==> src/rtl/spi_mem_pkg.sv <==
package spi_mem_pkg;

    localparam int ADDR_W  = 16;
    localparam int BYTE_W  = 8;
    localparam int CNT_W   = 3;
    localparam int TOT_W   = 3;
    localparam int TOT_SAT = 4;

    typedef enum logic [2:0] {
        ST_IDLE,
        ST_ADDR_HI,
        ST_ADDR_LO,
        ST_CMD,
        ST_STAT,
        ST_RD_DATA,
        ST_WR_DATA
    } xact_state_t;

    typedef struct packed {
        logic             not_ready;
        logic             rd_par;
        logic             wr_par;
        logic [CNT_W-1:0] count;
        logic [1:0]       flash;
    } stat_t;

    function automatic logic cmd_is_silent(input logic [BYTE_W-1:0] c);
        return c[BYTE_W-2:0] == '0;
    endfunction

endpackage

==> src/rtl/spi_sync.sv <==
module spi_sync #(
    parameter int              W       = 3,
    parameter int              STAGES  = 2,
    parameter logic [W-1:0]    RST_VAL = '0
) (
    input  logic         clk,
    input  logic         rst_n,
    input  logic [W-1:0] din,
    output logic [W-1:0] dout
);

    logic [W-1:0] stage_q [STAGES];

    for (genvar g = 0; g < STAGES; g++) begin : g_stage
        if (g == 0) begin : g_first
            always_ff @(posedge clk or negedge rst_n) begin
                if (!rst_n) stage_q[g] <= RST_VAL;
                else        stage_q[g] <= din;
            end
        end else begin : g_next
            always_ff @(posedge clk or negedge rst_n) begin
                if (!rst_n) stage_q[g] <= RST_VAL;
                else        stage_q[g] <= stage_q[g-1];
            end
        end
    end

    assign dout = stage_q[STAGES-1];

endmodule

==> src/rtl/spi_shifter.sv <==
module spi_shifter
    import spi_mem_pkg::*;
(
    input  logic              clk,
    input  logic              rst_n,
    input  logic              busy,
    input  logic              sck_rise,
    input  logic              sck_fall,
    input  logic              mosi_s,
    input  logic [BYTE_W-1:0] tx_byte,
    output logic              byte_done,
    output logic [BYTE_W-1:0] rx_byte,
    output logic              miso_bit
);

    localparam int BIT_W = $clog2(BYTE_W);

    logic [BIT_W-1:0]  bit_cnt_q;
    logic [BYTE_W-2:0] rx_sr_q;
    logic [BYTE_W-1:0] tx_sr_q;

    always_ff @(posedge clk or negedge rst_n) begin
        if (!rst_n) begin
            bit_cnt_q <= '0;
            rx_sr_q   <= '0;
            tx_sr_q   <= '0;
        end else if (!busy) begin
            bit_cnt_q <= '0;
            rx_sr_q   <= '0;
            tx_sr_q   <= '0;
        end else begin
            if (sck_rise) begin
                rx_sr_q   <= {rx_sr_q[BYTE_W-3:0], mosi_s};
                bit_cnt_q <= bit_cnt_q + BIT_W'(1);
            end
            if (sck_fall) begin
                if (bit_cnt_q == '0) tx_sr_q <= tx_byte;
                else                 tx_sr_q <= {tx_sr_q[BYTE_W-2:0], 1'b0};
            end
        end
    end

    assign byte_done = busy && sck_rise && (bit_cnt_q == BIT_W'(BYTE_W - 1));
    assign rx_byte   = {rx_sr_q, mosi_s};
    assign miso_bit  = tx_sr_q[BYTE_W-1];

endmodule

==> src/rtl/spi_xact_fsm.sv <==
module spi_xact_fsm
    import spi_mem_pkg::*;
#(
    parameter logic [ADDR_W-1:0] SAFE_BASE  = 16'h0040,
    parameter int                SAFE_BYTES = 16
) (
    input  logic              clk,
    input  logic              rst_n,
    input  logic              enable,
    input  logic              safe,
    input  logic              cs_s,
    input  logic              cs_fall,
    input  logic              byte_done,
    input  logic [BYTE_W-1:0] rx_byte,
    input  stat_t             stat_in,
    input  logic              mem_ready,
    input  logic [BYTE_W-1:0] mem_rdata,
    output logic              busy,
    output logic [BYTE_W-1:0] tx_byte,
    output logic [ADDR_W-1:0] mem_addr,
    output logic [BYTE_W-1:0] mem_wdata,
    output logic              mem_we,
    output logic              mem_re,
    output logic              done,
    output logic              done_cmd_valid,
    output logic [BYTE_W-1:0] done_cmd,
    output stat_t             done_stat
);

    localparam int WIN_LSB = $clog2(SAFE_BYTES);

    xact_state_t       state_q, state_d;
    logic [ADDR_W-1:0] addr_q;
    logic [BYTE_W-1:0] cmd_q;
    logic [BYTE_W-1:0] tx_q;
    logic [TOT_W-1:0]  tot_q;
    logic [CNT_W-1:0]  dcnt_q;
    logic              rpar_q, wpar_q, err_q, rd_pend_q;

    logic ending, step, start, fetch, wr_slot, in_win;

    assign busy    = (state_q != ST_IDLE);
    assign ending  = busy && (!enable || cs_s);
    assign start   = (state_q == ST_IDLE) && enable && cs_fall;
    assign step    = busy && byte_done && !ending;
    assign fetch   = step && ((state_q == ST_STAT) || (state_q == ST_RD_DATA));
    assign wr_slot = step && (state_q == ST_WR_DATA);
    assign in_win  = addr_q[ADDR_W-1:WIN_LSB] == SAFE_BASE[ADDR_W-1:WIN_LSB];

    // state register
    always_ff @(posedge clk or negedge rst_n) begin
        if (!rst_n) state_q <= ST_IDLE;
        else        state_q <= state_d;
    end

    // next-state logic
    always_comb begin
        state_d = state_q;
        unique case (state_q)
            ST_IDLE: begin
                if (start) state_d = ST_ADDR_HI;
            end
            ST_ADDR_HI: begin
                if (ending)         state_d = ST_IDLE;
                else if (byte_done) state_d = ST_ADDR_LO;
            end
            ST_ADDR_LO: begin
                if (ending)         state_d = ST_IDLE;
                else if (byte_done) state_d = ST_CMD;
            end
            ST_CMD: begin
                if (ending)         state_d = ST_IDLE;
                else if (byte_done) state_d = rx_byte[BYTE_W-1] ? ST_STAT : ST_WR_DATA;
            end
            ST_STAT: begin
                if (ending)         state_d = ST_IDLE;
                else if (byte_done) state_d = ST_RD_DATA;
            end
            ST_RD_DATA, ST_WR_DATA: begin
                if (ending)         state_d = ST_IDLE;
            end
            default: state_d = ST_IDLE;
        endcase
    end

    // per-transaction datapath
    always_ff @(posedge clk or negedge rst_n) begin
        if (!rst_n) begin
            addr_q    <= '0;
            cmd_q     <= '0;
            tx_q      <= '0;
            tot_q     <= '0;
            dcnt_q    <= '0;
            rpar_q    <= 1'b0;
            wpar_q    <= 1'b0;
            err_q     <= 1'b0;
            rd_pend_q <= 1'b0;
        end else begin
            if (rd_pend_q) begin
                tx_q      <= mem_rdata;
                rd_pend_q <= 1'b0;
            end
            if (start) begin
                tot_q     <= '0;
                dcnt_q    <= '0;
                rpar_q    <= 1'b0;
                wpar_q    <= 1'b0;
                err_q     <= 1'b0;
                tx_q      <= '0;
                rd_pend_q <= 1'b0;
            end else if (step) begin
                if (tot_q < TOT_W'(TOT_SAT)) tot_q <= tot_q + TOT_W'(1);
                case (state_q)
                    ST_ADDR_HI: begin
                        addr_q[ADDR_W-1:BYTE_W] <= rx_byte;
                        wpar_q <= wpar_q ^ (^rx_byte);
                    end
                    ST_ADDR_LO: begin
                        addr_q[BYTE_W-1:0] <= rx_byte;
                        wpar_q <= wpar_q ^ (^rx_byte);
                    end
                    ST_CMD: begin
                        cmd_q  <= rx_byte;
                        wpar_q <= wpar_q ^ (^rx_byte);
                        if (rx_byte[BYTE_W-1]) tx_q <= stat_in;
                    end
                    ST_STAT, ST_RD_DATA: begin
                        if (state_q == ST_RD_DATA) begin
                            rpar_q <= rpar_q ^ (^tx_q);
                            dcnt_q <= dcnt_q + CNT_W'(1);
                        end
                        addr_q <= addr_q + ADDR_W'(1);
                        if (mem_ready) begin
                            rd_pend_q <= 1'b1;
                        end else begin
                            err_q <= 1'b1;
                            tx_q  <= '0;
                        end
                    end
                    ST_WR_DATA: begin
                        wpar_q <= wpar_q ^ (^rx_byte);
                        dcnt_q <= dcnt_q + CNT_W'(1);
                        addr_q <= addr_q + ADDR_W'(1);
                        if (!mem_ready) err_q <= 1'b1;
                    end
                    default: ;
                endcase
            end
        end
    end

    // outputs
    always_comb begin
        mem_addr  = addr_q;
        mem_wdata = rx_byte;
        mem_re    = fetch && mem_ready;
        mem_we    = wr_slot && mem_ready && (!safe || in_win);
        tx_byte   = tx_q;

        done           = busy && enable && cs_s && (tot_q != '0);
        done_cmd       = cmd_q;
        done_cmd_valid = (tot_q >= TOT_W'(3)) && !cmd_is_silent(cmd_q);

        done_stat.not_ready = err_q;
        done_stat.rd_par    = rpar_q;
        done_stat.wr_par    = wpar_q;
        done_stat.count     = (tot_q < TOT_W'(TOT_SAT)) ? '1 : dcnt_q;
        done_stat.flash     = 2'b00;
    end

endmodule

==> src/rtl/spi_ctrl_regs.sv <==
module spi_ctrl_regs
    import spi_mem_pkg::*;
(
    input  logic              clk,
    input  logic              rst_n,
    input  logic              done,
    input  logic              done_cmd_valid,
    input  logic [BYTE_W-1:0] done_cmd,
    input  stat_t             done_stat,
    input  logic              irq_enable,
    input  logic              irq_flag_clr,
    output logic [BYTE_W-1:0] cmd_reg,
    output logic              irq_flag,
    output logic              irq,
    output stat_t             stat_q
);

    always_ff @(posedge clk or negedge rst_n) begin
        if (!rst_n) begin
            stat_q   <= '0;
            cmd_reg  <= '0;
            irq_flag <= 1'b0;
        end else begin
            if (done) stat_q <= done_stat;
            if (done && done_cmd_valid) begin
                cmd_reg  <= done_cmd;
                irq_flag <= 1'b1;
            end else if (irq_flag_clr) begin
                irq_flag <= 1'b0;
            end
        end
    end

    assign irq = irq_flag & irq_enable;

endmodule

==> src/rtl/spi_mem_port.sv <==
module spi_mem_port
    import spi_mem_pkg::*;
#(
    parameter logic [ADDR_W-1:0] SAFE_BASE   = 16'h0040,
    parameter int                SAFE_BYTES  = 16,
    parameter int                SYNC_STAGES = 2
) (
    input  logic              clk,
    input  logic              rst_n,
    input  logic              cfg_enable,
    input  logic              cfg_safe,
    input  logic              irq_enable,
    input  logic              irq_flag_clr,
    input  logic              spi_sck,
    input  logic              spi_cs_n,
    input  logic              spi_mosi,
    output logic              spi_miso,
    output logic [ADDR_W-1:0] mem_addr,
    output logic [BYTE_W-1:0] mem_wdata,
    output logic              mem_we,
    output logic              mem_re,
    input  logic [BYTE_W-1:0] mem_rdata,
    input  logic              mem_ready,
    output logic [BYTE_W-1:0] cmd_reg,
    output logic              irq_flag,
    output logic              irq
);

    logic [2:0] pins_s;
    logic       sck_s, cs_s, mosi_s;
    logic       sck_d, cs_d;
    logic       sck_rise, sck_fall, cs_fall;

    logic              busy, byte_done, miso_bit;
    logic [BYTE_W-1:0] rx_byte, tx_byte;
    logic              done, done_cmd_valid;
    logic [BYTE_W-1:0] done_cmd;
    stat_t             done_stat, stat_q;

    spi_sync #(
        .W       (3),
        .STAGES  (SYNC_STAGES),
        .RST_VAL (3'b010)
    ) sync_i (
        .clk   (clk),
        .rst_n (rst_n),
        .din   ({spi_sck, spi_cs_n, spi_mosi}),
        .dout  (pins_s)
    );

    assign sck_s  = pins_s[2];
    assign cs_s   = pins_s[1];
    assign mosi_s = pins_s[0];

    always_ff @(posedge clk or negedge rst_n) begin
        if (!rst_n) begin
            sck_d <= 1'b0;
            cs_d  <= 1'b1;
        end else begin
            sck_d <= sck_s;
            cs_d  <= cs_s;
        end
    end

    assign sck_rise = sck_s & ~sck_d;
    assign sck_fall = ~sck_s & sck_d;
    assign cs_fall  = ~cs_s & cs_d;

    spi_shifter shifter_i (
        .clk       (clk),
        .rst_n     (rst_n),
        .busy      (busy),
        .sck_rise  (sck_rise),
        .sck_fall  (sck_fall),
        .mosi_s    (mosi_s),
        .tx_byte   (tx_byte),
        .byte_done (byte_done),
        .rx_byte   (rx_byte),
        .miso_bit  (miso_bit)
    );

    spi_xact_fsm #(
        .SAFE_BASE  (SAFE_BASE),
        .SAFE_BYTES (SAFE_BYTES)
    ) fsm_i (
        .clk            (clk),
        .rst_n          (rst_n),
        .enable         (cfg_enable),
        .safe           (cfg_safe),
        .cs_s           (cs_s),
        .cs_fall        (cs_fall),
        .byte_done      (byte_done),
        .rx_byte        (rx_byte),
        .stat_in        (stat_q),
        .mem_ready      (mem_ready),
        .mem_rdata      (mem_rdata),
        .busy           (busy),
        .tx_byte        (tx_byte),
        .mem_addr       (mem_addr),
        .mem_wdata      (mem_wdata),
        .mem_we         (mem_we),
        .mem_re         (mem_re),
        .done           (done),
        .done_cmd_valid (done_cmd_valid),
        .done_cmd       (done_cmd),
        .done_stat      (done_stat)
    );

    spi_ctrl_regs regs_i (
        .clk            (clk),
        .rst_n          (rst_n),
        .done           (done),
        .done_cmd_valid (done_cmd_valid),
        .done_cmd       (done_cmd),
        .done_stat      (done_stat),
        .irq_enable     (irq_enable),
        .irq_flag_clr   (irq_flag_clr),
        .cmd_reg        (cmd_reg),
        .irq_flag       (irq_flag),
        .irq            (irq),
        .stat_q         (stat_q)
    );

    assign spi_miso = cfg_enable & miso_bit;

endmodule

==> config.mk <==
export PLATFORM = sky130hd
export DESIGN_NAME = spi_mem_port
export DESIGN_NICKNAME = d
export VERILOG_FILES = /design/src/rtl/spi_mem_pkg.sv /design/src/rtl/spi_sync.sv /design/src/rtl/spi_shifter.sv /design/src/rtl/spi_xact_fsm.sv /design/src/rtl/spi_ctrl_regs.sv /design/src/rtl/spi_mem_port.sv
export SDC_FILE = /design/constraint.sdc
export NUM_CORES = 1
export LEC_CHECK = 0
export ABC_CLOCK_PERIOD_IN_PS = 4270
export BUFFER_PORTS_ARGS = -buffer_cell sky130_fd_sc_hd__buf_2
export CORE_MARGIN = 1.5
export CORE_UTILIZATION = 62
export DETAILED_ROUTE_END_ITERATION = 8
export PLACE_DENSITY = 0.86
export SYNTH_ARGS = -nofsm -noshare
export SYNTH_HDL_FRONTEND = slang
export SYNTH_SLANG_ARGS = --single-unit
export TNS_END_PERCENT = 10
==> constraint.sdc <==
create_clock -name clk -period 4.27 [get_ports clk]
set_input_delay 0.2135 -clock clk [delete_from_list [all_inputs] [get_ports clk]]
set_output_delay 0.2135 -clock clk [all_outputs]
set_load 0.005 [all_outputs]
==> results of run 1 <==
[metal layers]
| metal | GRT usage [%] | vias to the layer above | routed length [um] | share of wire (%) |
|---|---|---|---|---|
| met3 | 5.58 | 14 | 512 | 5.5 |
| li1 | - | 1574 | - | - |
| met4 | 7.77 | 0 | 134 | 1.4 |
| met2 | 42.9 | 113 | 4620 | 50 |
| met5 | 0 | - | 0 | 0 |
| met1 | 35.8 | 1602 | 3990 | 43 |
[Yosys cell counts (2+ instances only)]
cell type	number
nand2_1	58
nor2_1	18
buf_1	2
nor4_1	5
dfrtp_1	83
ha_1	8
mux2_2	21
a211oi_1	2
xnor2_1	15
nand2b_1	6
clkbuf_1	5
and3_1	5
or3_1	2
nand4_1	4
inv_1	13
o31ai_1	8
and2_1	3
dfstp_2	3
o22a_1	2
nor2b_1	3
a2bb2oi_1	5
a22o_1	2
buf_4	3
nand3_1	12
buf_2	7
o21ai_0	25
mux2i_1	18
a31oi_1	3
o22ai_1	5
nor3_1	9
a21oi_1	38
[cells by family (layout without fill, tap and decap cells)]
| kind of cell | count (synthesis) | count (layout) | share of synthesized area (%) |
|---|---|---|---|
| and+or+nand+nor | 134 | 134 | 15.8 |
| muxes | 39 | 39 | 9.73 |
| DFF | 86 | 86 | 50.4 |
| buffers and inverters | 33 | 88 | 3.92 |
| adders and majority gates | 9 | 9 | 2.57 |
| xor gates and xnor gates | 16 | 16 | 3.27 |
| AOI/OAI and AO/OA | 100 | 100 | 14.4 |
[per-stage QoR]
stage	util (%)	hold WS [ns]	setup WS, ns
6_report	71.3	0.0257	1.80
5_1_grt	71.3	0.0205	1.53
3_3_place_gp	67.7	0.323	1.98
2_1_floorplan	-	-0.0821	2.38
4_1_cts	71.3	0.0157	1.84
3_5_place_dp	67.7	0.323	1.88
[final timing paths]
| check | to | cells after the start |
|---|---|---|
| worst max register to register | fsm_i.mem_addr[0] | 5 |
| worst max-delay path | fsm_i.mem_addr[0] | 5 |
| max in group asynchronous | fsm_i.mem_addr[4] | 1 |
| min in group asynchronous | fsm_i.mem_addr[13] | 1 |
| worst min-delay path | regs_i.irq_flag | 2 |
| worst min register to register | sync_i.dout[0] | 0 |
[power by group through the flow]
stage / Combinational, mW / Clock [mW] / Sequential [mW]
6_report: 0.347 / 0.605 / 0.957
5_1_grt: 0.388 / 0.639 / 0.969
2_1_floorplan: 0.290 / 0 / 0.937
3_5_place_dp: 0.347 / 0 / 0.972
4_1_cts: 0.351 / 0.610 / 0.957
3_3_place_gp: 0.335 / 0 / 0.969
[final cells by class]
cell class | instances | area, sq um | area share [%]
inverter | 14 | 52.6 | 1.10
clock inverter | 7 | 88.8 | 1.86
multi-input combinational | 298 | 1960 | 40.9
sequential | 86 | 2160 | 45.0
timing repair buffer | 58 | 310 | 6.48
clock buffer | 9 | 124 | 2.59
tap | 80 | 100 | 2.09
[critical path, stage by stage (launching register included)]
cell and delay, ns:
dfrtp_1 0.45, nor2b_1 0.58, nand3_1 0.33, nor2_1 0.66
o21ai_0 0.20, mux2i_1 0.17
[what timing repair did]
item                      CTS  global route
hold endpoints to repair    3             0
setup buffers               0             0
hold buffers                3             0
==> flow_metrics.py, run 1 <==
metrics = {
    "cts": {
        "cts_buffers": 9,
        "clockRootBuffer": "clkbuf_8",
        "cts_tree": "done",
        "h-tree-depth": 3,
        "clkSinkCount": 86,
        "cts_buffer_depth": 2,
        "clk_pin_slew_ns": 0.10,
        "cts_resized": 0,
        "clk_latency_ns": 0.36,
    },
    "power": {
        "pwr_density_cell_nw_per_um2": 399,
        "totalPowerFinal_mw": 1.91,
        "p_leak_nw": 2.22,
        "seqPwrFrac_pct": 50.2,
        "swShare_pct": 32.0,
        "internal_power_mw": 1.30,
        "clkPwrFrac_pct": 31.7,
        "combPwrFrac_pct": 18.2,
        "ir_drop_mv": 0.238,
        "net-switching-power_uw": 610,
    },
    "drt": {
        "drtAntennaViolNets": 0,
        "routedWlPerCell_um": 16.8,
        "routed_via_density": 5.98,
        "drt_iter0_markers": 221,
        "vias": 3303,
        "wl_um": 9250,
        "drcViolationCount": 0,
        "first_pass_iters": 5,
    },
    "timing": {
        "final_hold_viol_count": 0,
        "worst_pin_slew_ns": 1.05,
        "max_freq_mhz": 405,
        "fin_skew_ns": 0.00939,
        "rsz0062_at_grt": "no",
        "maxSlewViolCount": 0,
        "setup_tns_ns": 0,
        "finalCriticalPeriod_ns": 2.47,
        "setup_viol": 0,
        "slew_headroom_pct": 30.0,
        "period_share_pct": 57.8,
    },
    "grt": {
        "antenna_found_initial": 0,
        "first_global_vias": 3138,
        "grt_pass1_wl_um": 15000,
        "track_usage_pct": 26.3,
        "grt_max_degree": 87,
        "grt_overflow_total": 0,
    },
    "worst_hold_path": {
        "hp-start": "irq_flag_clr",
        "min_path_type": "in -> reg",
    },
    "finish": {
        "largest_reg_flops": 16,
        "num-nets-final": 493,
        "drive_above_1_share_pct": 22.9,
        "layout_common_cells": "dfrtp_1, nand2_1, buf_2",
        "fillers": 498,
        "final_cell_area_sq_um": 4790,
        "layout.cells.non_filler": 552,
        "layout.cells.most_common": "dfrtp_1",
        "antennaDiodeCount": 0,
        "area_growth_syn_to_layout_pct": 11.9,
    },
    "critical_path": {
        "critPathLaunchType": "register",
        "crit_fanout": 12,
        "r2r-start": "sync_i.dout[2]",
        "path_class": "reg -> reg",
        "arrival_ns": 2.75,
        "worstSetupStartpoint": "sync_i.dout[2]",
        "reg2reg_slack_ns": 1.80,
        "critPathRequiredTime_ns": 4.55,
        "critPathCaptureType": "register",
    },
    "placement": {
        "place_inst": 533,
        "placed_area_sq_um": 4550,
        "portBuffers": 54,
        "place.gp.congestion": 0.834,
        "dp_hpwl_um": 6320,
    },
    "die": {
        "dieHeight_um": 86.1,
        "fp.dieArea_sq_um": 7410,
        "ios": 55,
        "fp.coreArea_sq_um": 6720,
        "rows": 30,
        "die_w_um": 86.1,
        "start_util_pct": 63.7,
    },
    "logic_synthesis": {
        "yosysWarnings": 0,
        "ys_ff_latch": 86,
        "synth_area_leaders": "dfrtp_1, mux2_2, nand2_1, a21oi_1, mux2i_1",
        "ys_types": 55,
        "yosysTopAreaCell": "dfrtp_1",
        "avgSynthCellArea_sq_um": 10.3,
        "synth_ff_type": "dfrtp_1",
        "synth_seq_area_share_pct": 50.4,
        "synthCells": 417,
        "synth_edf_count": 0,
        "ys_async_sr_fraction_pct": 100,
        "syn_area_sq_um": 4280,
        "synth_top_cell_area_share_pct": 48.5,
        "syn-num-nets": 443,
    },
    "run": {
        "max_cap_viol_count": 0,
    },
    "status": {
        "outcome": "finished, final reports clean",
    },
}
Power figures use the tool's default switching activity.
==> run 2, diff against run 1 <==
- ABC_CLOCK_PERIOD_IN_PS: 4270 -> 2310
- CORE_UTILIZATION: 62 -> 58
- PLACE_DENSITY: 0.86 -> 0.81
- clock period: 4.27 -> 2.31 ns (I/O delays scaled with it)
==> flow_metrics.py, run 2 (synthesis results as in run 1) <==
metrics = {
    "critical_path": {
        "critPathLaunchType": "register",
        "crit_fanout": 12,
        "crit_top_cell": "ha_1",
        "slowest_stage": "nor2_1",
        "crit_family": "simple AND/OR/NAND/NOR gates",
        "critPathCaptureType": "register",
        "arrival_ns": 2.40,
        "critPathRequiredTime_ns": 2.60,
        "critical_path_buf_inv_count": 0,
        "path_class": "reg -> reg",
        "crit_chain": "ha_1, ha_1, nand3_1, nor2_1, o21ai_0, mux2i_1",
        "reg2reg_slack_ns": 0.19,
        "cpPeakStageDelay_ns": 0.66,
    },
    "drt": {
        "drcViolationCount": 0,
        "vias": 3416,
        "drt_iter0_markers": 203,
        "routedWlPerCell_um": 15.9,
        "routed_via_density": 5.87,
        "drtAntennaViolNets": 0,
        "wl_um": 9250,
        "first_pass_iters": 5,
    },
    "timing": {
        "final_hold_viol_count": 0,
        "setup_tns_ns": 0,
        "finalWorstSetupSlack_ns": 0.193,
        "worst_pin_slew_ns": 0.763,
        "fin_skew_ns": 0.0133,
        "maxSlewViolCount": 0,
        "slew_headroom_pct": 48.9,
        "rsz0062_at_grt": "no",
        "finalCriticalPeriod_ns": 2.12,
        "max_freq_mhz": 472,
        "setup_viol": 0,
        "period_share_pct": 91.6,
    },
    "placement": {
        "place_ws_ns": 0.251,
        "portBuffers": 54,
        "dp_hpwl_um": 6770,
        "place.gp.congestion": 0.823,
    },
    "grt": {
        "grt_max_degree": 48,
        "track_usage_pct": 25.2,
        "antenna_found_initial": 0,
        "grt_overflow_total": 0,
        "grt_pass1_wl_um": 15100,
        "first_global_vias": 3187,
    },
    "finish": {
        "antennaDiodeCount": 0,
        "fillers": 563,
        "num-nets-final": 504,
        "layout.cells.most_common": "dfrtp_1",
        "layout_common_cells": "dfrtp_1, nand2_1, buf_2",
        "drive_above_1_share_pct": 24.2,
        "area_growth_syn_to_layout_pct": 14.4,
        "largest_reg_flops": 16,
    },
    "cts": {
        "clk_pin_slew_ns": 0.09,
        "h-tree-depth": 3,
        "cts_tree": "done",
        "cts_buffer_depth": 2,
        "clk_latency_ns": 0.36,
        "clockRootBuffer": "clkbuf_8",
        "cts_buffers": 9,
        "clkSinkCount": 86,
    },
    "die": {
        "ios": 55,
        "fp.coreArea_sq_um": 7210,
        "fp.dieArea_sq_um": 7900,
        "die_w_um": 88.9,
        "rows": 31,
        "dieHeight_um": 88.9,
        "start_util_pct": 59.3,
    },
    "power": {
        "ir_drop_mv": 0.378,
        "p_leak_nw": 2.27,
        "pwr_density_cell_nw_per_um2": 729,
        "totalPowerFinal_mw": 3.57,
    },
    "worst_hold_path": {
        "min_path_type": "in -> reg",
    },
    "run": {
        "max_cap_viol_count": 0,
    },
    "status": {
        "outcome": "finished, final reports clean",
    },
}
run 2: stage by stage:
stage	cells	instance area, sq um	util [%]	hold slack (ns)
final	582	4890	67.8	0.0668
after global placement	561	4640	64.3	0.164
after floorplan	417	4280	-	-0.180
after detailed placement	561	4640	64.3	0.164
after CTS	582	4890	67.8	0.0512
after global routing	582	4890	67.8	0.0748
run 2: timing repair:
item / in CTS / in global routing
hold endpoints to repair: 45 / 0
buffers inserted: 0 / 0
hold buffers: 5 / 0
resized for setup: 0 / 0
setup endpoints to repair: 0 / 0
run 2: final timing paths:
path | start | cells after the start | to
max in group asynchronous | rst_n | 3 | shifter_i.rx_sr_q[4]
min reg2reg | sync_i.stage_q[4] | 0 | sync_i.dout[1]
min in group asynchronous | rst_n | 2 | sync_i.stage_q[5]
min | mem_ready | 3 | fsm_i.rd_pend_q
max | shifter_i.bit_cnt_q[1] | 6 | fsm_i.mem_addr[0]
max reg2reg | shifter_i.bit_cnt_q[1] | 6 | fsm_i.mem_addr[0]
run 2: layout make-up:
cell class                 instances  area, sq um  area share [%]
clock buffer                       9          124            2.53
clock inverter                     7         83.8            1.71
inverter                          14         52.6            1.07
multi-input combinational        298         1960            40.0
sequential                        86         2160            44.0
tap                               99          124            2.53
timing repair buffer              69          398            8.13
run 2: where the power goes:
group | internal (mW) | switching (mW)
registers | 1.62 | 0.150
logic | 0.276 | 0.409
clock network | 0.523 | 0.587
total | 2.42 | 1.15
run 2: worst register-to-register path: stages (launching register included):
cell,delay (ns)
dfrtp_1,0.39
ha_1,0.17
ha_1,0.23
nand3_1,0.23
nor2_1,0.66
o21ai_0,0.20
mux2i_1,0.16
run 2: layer usage:
metal,wire length [um],track usage [%],part of all wire [%],up-vias
met1,4060,33.7,44,1699
li1,-,-,-,1598
met4,177,10.7,1.9,0
met3,421,3.51,4.6,16
met5,0,0,0,-
met2,4600,41.7,50,103
==> run 3, diff against run 2 <==
- PLACE_DENSITY: 0.81 -> 0.8
- SYNTH_HIERARCHICAL: not set -> 1
==> flow_metrics.py, run 3 <==
metrics = {
    "critical_path": {
        "critPathCaptureType": "primary output",
        "path_class": "reg -> out",
        "critPathLaunchType": "register",
        "critPathRequiredTime_ns": 2.19,
        "reg2reg_slack_ns": 0.20,
        "worst_r2r_path_depth": 8,
        "crit_fanout": 6,
        "arrival_ns": 2.05,
        "rr_endpoint": "fsm_i/tot_q[1]",
        "r2r-start": "shifter_i/bit_cnt_q[0]",
    },
    "logic_synthesis": {
        "yosysMostFrequentCell": "dfrtp_1",
        "avgSynthCellArea_sq_um": 10.7,
        "syn_area_sq_um": 4610,
        "synth_top_cell_area_share_pct": 46.2,
        "ys_async_sr_fraction_pct": 100,
        "yosys-top-cells-count": "dfrtp_1, nor2_1, a21oi_1, nand2_1, mux2_2",
        "synth_edf_count": 0,
        "ys_ff_latch": 88,
        "yosysWarnings": 6,
        "yosysTopAreaCell": "dfrtp_1",
        "ys_types": 58,
        "synthCells": 430,
        "synth_ff_type": "dfrtp_1",
        "synth_seq_area_share_pct": 47.9,
        "synth_area_leaders": "dfrtp_1, mux2_2, buf_4, mux2i_1, a21oi_1",
    },
    "status": {
        "outcome": "finished, final reports clean",
    },
    "grt": {
        "grt_pass1_wl_um": 16200,
        "first_global_vias": 3217,
        "track_usage_pct": 24.3,
        "grt_overflow_total": 0,
        "grt_max_degree": 49,
        "grt_util_met1_pct": 33.2,
        "busiest_layer": "met2",
        "grtUsageMet3_pct": 6.47,
        "gr-usage-met2_pct": 38.1,
        "antenna_found_initial": 0,
    },
    "finish": {
        "layout.cells.non_filler": 588,
        "area_growth_syn_to_layout_pct": 11.6,
        "layout_common_cells": "dfrtp_1, buf_2, nor2_1",
        "num-nets-final": 508,
        "largest_reg_flops": 16,
        "antennaDiodeCount": 0,
        "layout.cells.most_common": "dfrtp_1",
        "fillers": 610,
        "drive_above_1_share_pct": 27.4,
        "final_cell_area_sq_um": 5140,
    },
    "drt": {
        "drcViolationCount": 0,
        "drt_iter0_markers": 192,
        "drtAntennaViolNets": 0,
        "routed_via_density": 5.77,
        "routedWlPerCell_um": 16.3,
        "vias": 3390,
        "wl_um": 9590,
        "first_pass_iters": 5,
    },
    "placement": {
        "place_inst": 566,
        "place.gp.congestion": 0.866,
        "place_ws_ns": 0.180,
        "placed_area_sq_um": 4900,
        "portBuffers": 54,
        "dp_hpwl_um": 6820,
    },
    "die": {
        "die_w_um": 92.1,
        "fp.dieArea_sq_um": 8480,
        "ios": 55,
        "rows": 32,
        "dieHeight_um": 92.1,
        "start_util_pct": 59.9,
        "fp.coreArea_sq_um": 7690,
    },
    "power": {
        "p_leak_nw": 2.42,
        "ir_drop_mv": 0.351,
        "swShare_pct": 26.8,
        "internal_power_mw": 2.22,
        "seqPwrFrac_pct": 55.4,
        "combPwrFrac_pct": 13.1,
        "totalPowerFinal_mw": 3.03,
        "pwr_density_cell_nw_per_um2": 590,
        "clkPwrFrac_pct": 31.5,
        "net-switching-power_uw": 813,
    },
    "cts": {
        "clkSinkCount": 88,
        "clockRootBuffer": "clkbuf_8",
        "cts_tree": "done",
        "clk_latency_ns": 0.35,
        "clk_pin_slew_ns": 0.08,
        "cts_buffer_depth": 2,
        "cts_buffers": 9,
        "h-tree-depth": 3,
    },
    "timing": {
        "setup_tns_ns": 0,
        "finalWorstSetupSlack_ns": 0.146,
        "slew_headroom_pct": 59.5,
        "finalCriticalPeriod_ns": 2.16,
        "setup_viol": 0,
        "worst_pin_slew_ns": 0.607,
        "period_share_pct": 93.7,
        "final_hold_viol_count": 0,
        "fin_skew_ns": 0.00899,
        "maxSlewViolCount": 0,
        "rsz0062_at_grt": "no",
        "max_freq_mhz": 462,
    },
    "worst_hold_path": {
        "hp-start": "mem_ready",
        "min_path_type": "in -> reg",
        "worstHoldEndpoint": "fsm_i/rd_pend_q",
        "hold_depth": 3,
    },
    "run": {
        "max_cap_viol_count": 0,
    },
}
[run 3: changes by cell type in the layout (fill, tap and decap cells not counted), sizes merged, moves of 7 or more]
| cell | previous run | this run |
|---|---|---|
| o21ai | 27 | 18 |
| a311oi | 1 | 8 |
| o31ai | 8 | 0 |
| a21oi | 39 | 27 |
| a22oi | 0 | 8 |
| nor2b | 3 | 11 |
| mux2 | 21 | 33 |
| nand2 | 59 | 28 |
| nor2 | 18 | 33 |
[run 3: cell type report]
type | count | area, sq um | area share, %
timing repair buffer | 74 | 448 | 8.72
clock inverter | 4 | 31.3 | 0.609
sequential | 88 | 2210 | 43.0
multi-input combinational | 292 | 2120 | 41.2
inverter | 17 | 63.8 | 1.24
clock buffer | 11 | 141 | 2.75
tap | 102 | 128 | 2.48
[run 3: worst max path at each step]
| stage | slack [ns] | to | cells after the start | from |
|---|---|---|---|---|
| floorplan | 0.20 | fsm_i/tot_q[1] | 9 | sync_i/dout[2] |
| global placement | 0.27 | fsm_i/dcnt_q[2] | 8 | shifter_i/bit_cnt_q[0] |
| detailed placement | 0.18 | fsm_i/dcnt_q[2] | 8 | shifter_i/bit_cnt_q[0] |
| CTS | 0.005 | mem_we | 6 | shifter_i/bit_cnt_q[0] |
| global route | 0.007 | mem_we | 6 | shifter_i/bit_cnt_q[0] |
| finish | 0.15 | mem_we | 6 | shifter_i/bit_cnt_q[0] |
[run 3: per-stage QoR]
stage	hold WS, ns	util [%]
2_1_floorplan	-0.180	-
4_1_cts	0.0391	66.6
3_3_place_gp	0.165	63.7
6_report	0.0528	66.8
3_5_place_dp	0.164	63.7
5_1_grt	0.0465	66.8
[run 3: metal layers]
metal	wire [um]	part of all wire, %	up-vias
met5	0	0	-
met4	138	1.4	0
met3	561	5.8	14
met2	4580	48	106
met1	4310	45	1661
li1	-	-	1609
[run 3: repair_timing]
| item | in CTS | in global routing |
|---|---|---|
| resized for setup | 0 | 2 |
| setup buffers | 0 | 2 |
| setup endpoints to repair | 0 | 3 |
| hold endpoints to repair | 50 | 0 |
| hold buffers | 5 | 0 |
[run 3: cell families after synthesis]
family | share of synthesized area [%]
AO/OA/AOI/OAI | 12.8
XOR/XNOR | 3.23
adder cells (fa/ha/maj) | 2.39
buffers and inverters | 6.30
flip-flops | 47.9
multiplexers | 11.8
other | 0.0814
AND/OR/NAND/NOR | 15.6
[run 3: power by group through the flow]
stage | Sequential [mW] | Combinational [mW] | Clock, mW
6_report | 1.68 | 0.398 | 0.955
5_1_grt | 1.69 | 0.438 | 1.05
4_1_cts | 1.68 | 0.398 | 0.985
3_5_place_dp | 1.71 | 0.391 | 0
3_3_place_gp | 1.70 | 0.379 | 0
2_1_floorplan | 1.69 | 0.261 | 0
[run 3: critical path, stage by stage (launching register included)]
cell       delay (ns)
dfrtp_1          0.39
ha_1             0.17
ha_1             0.13
and3_1           0.29
nand3b_1         0.19
a2111oi_1        0.34
buf_2            0.19
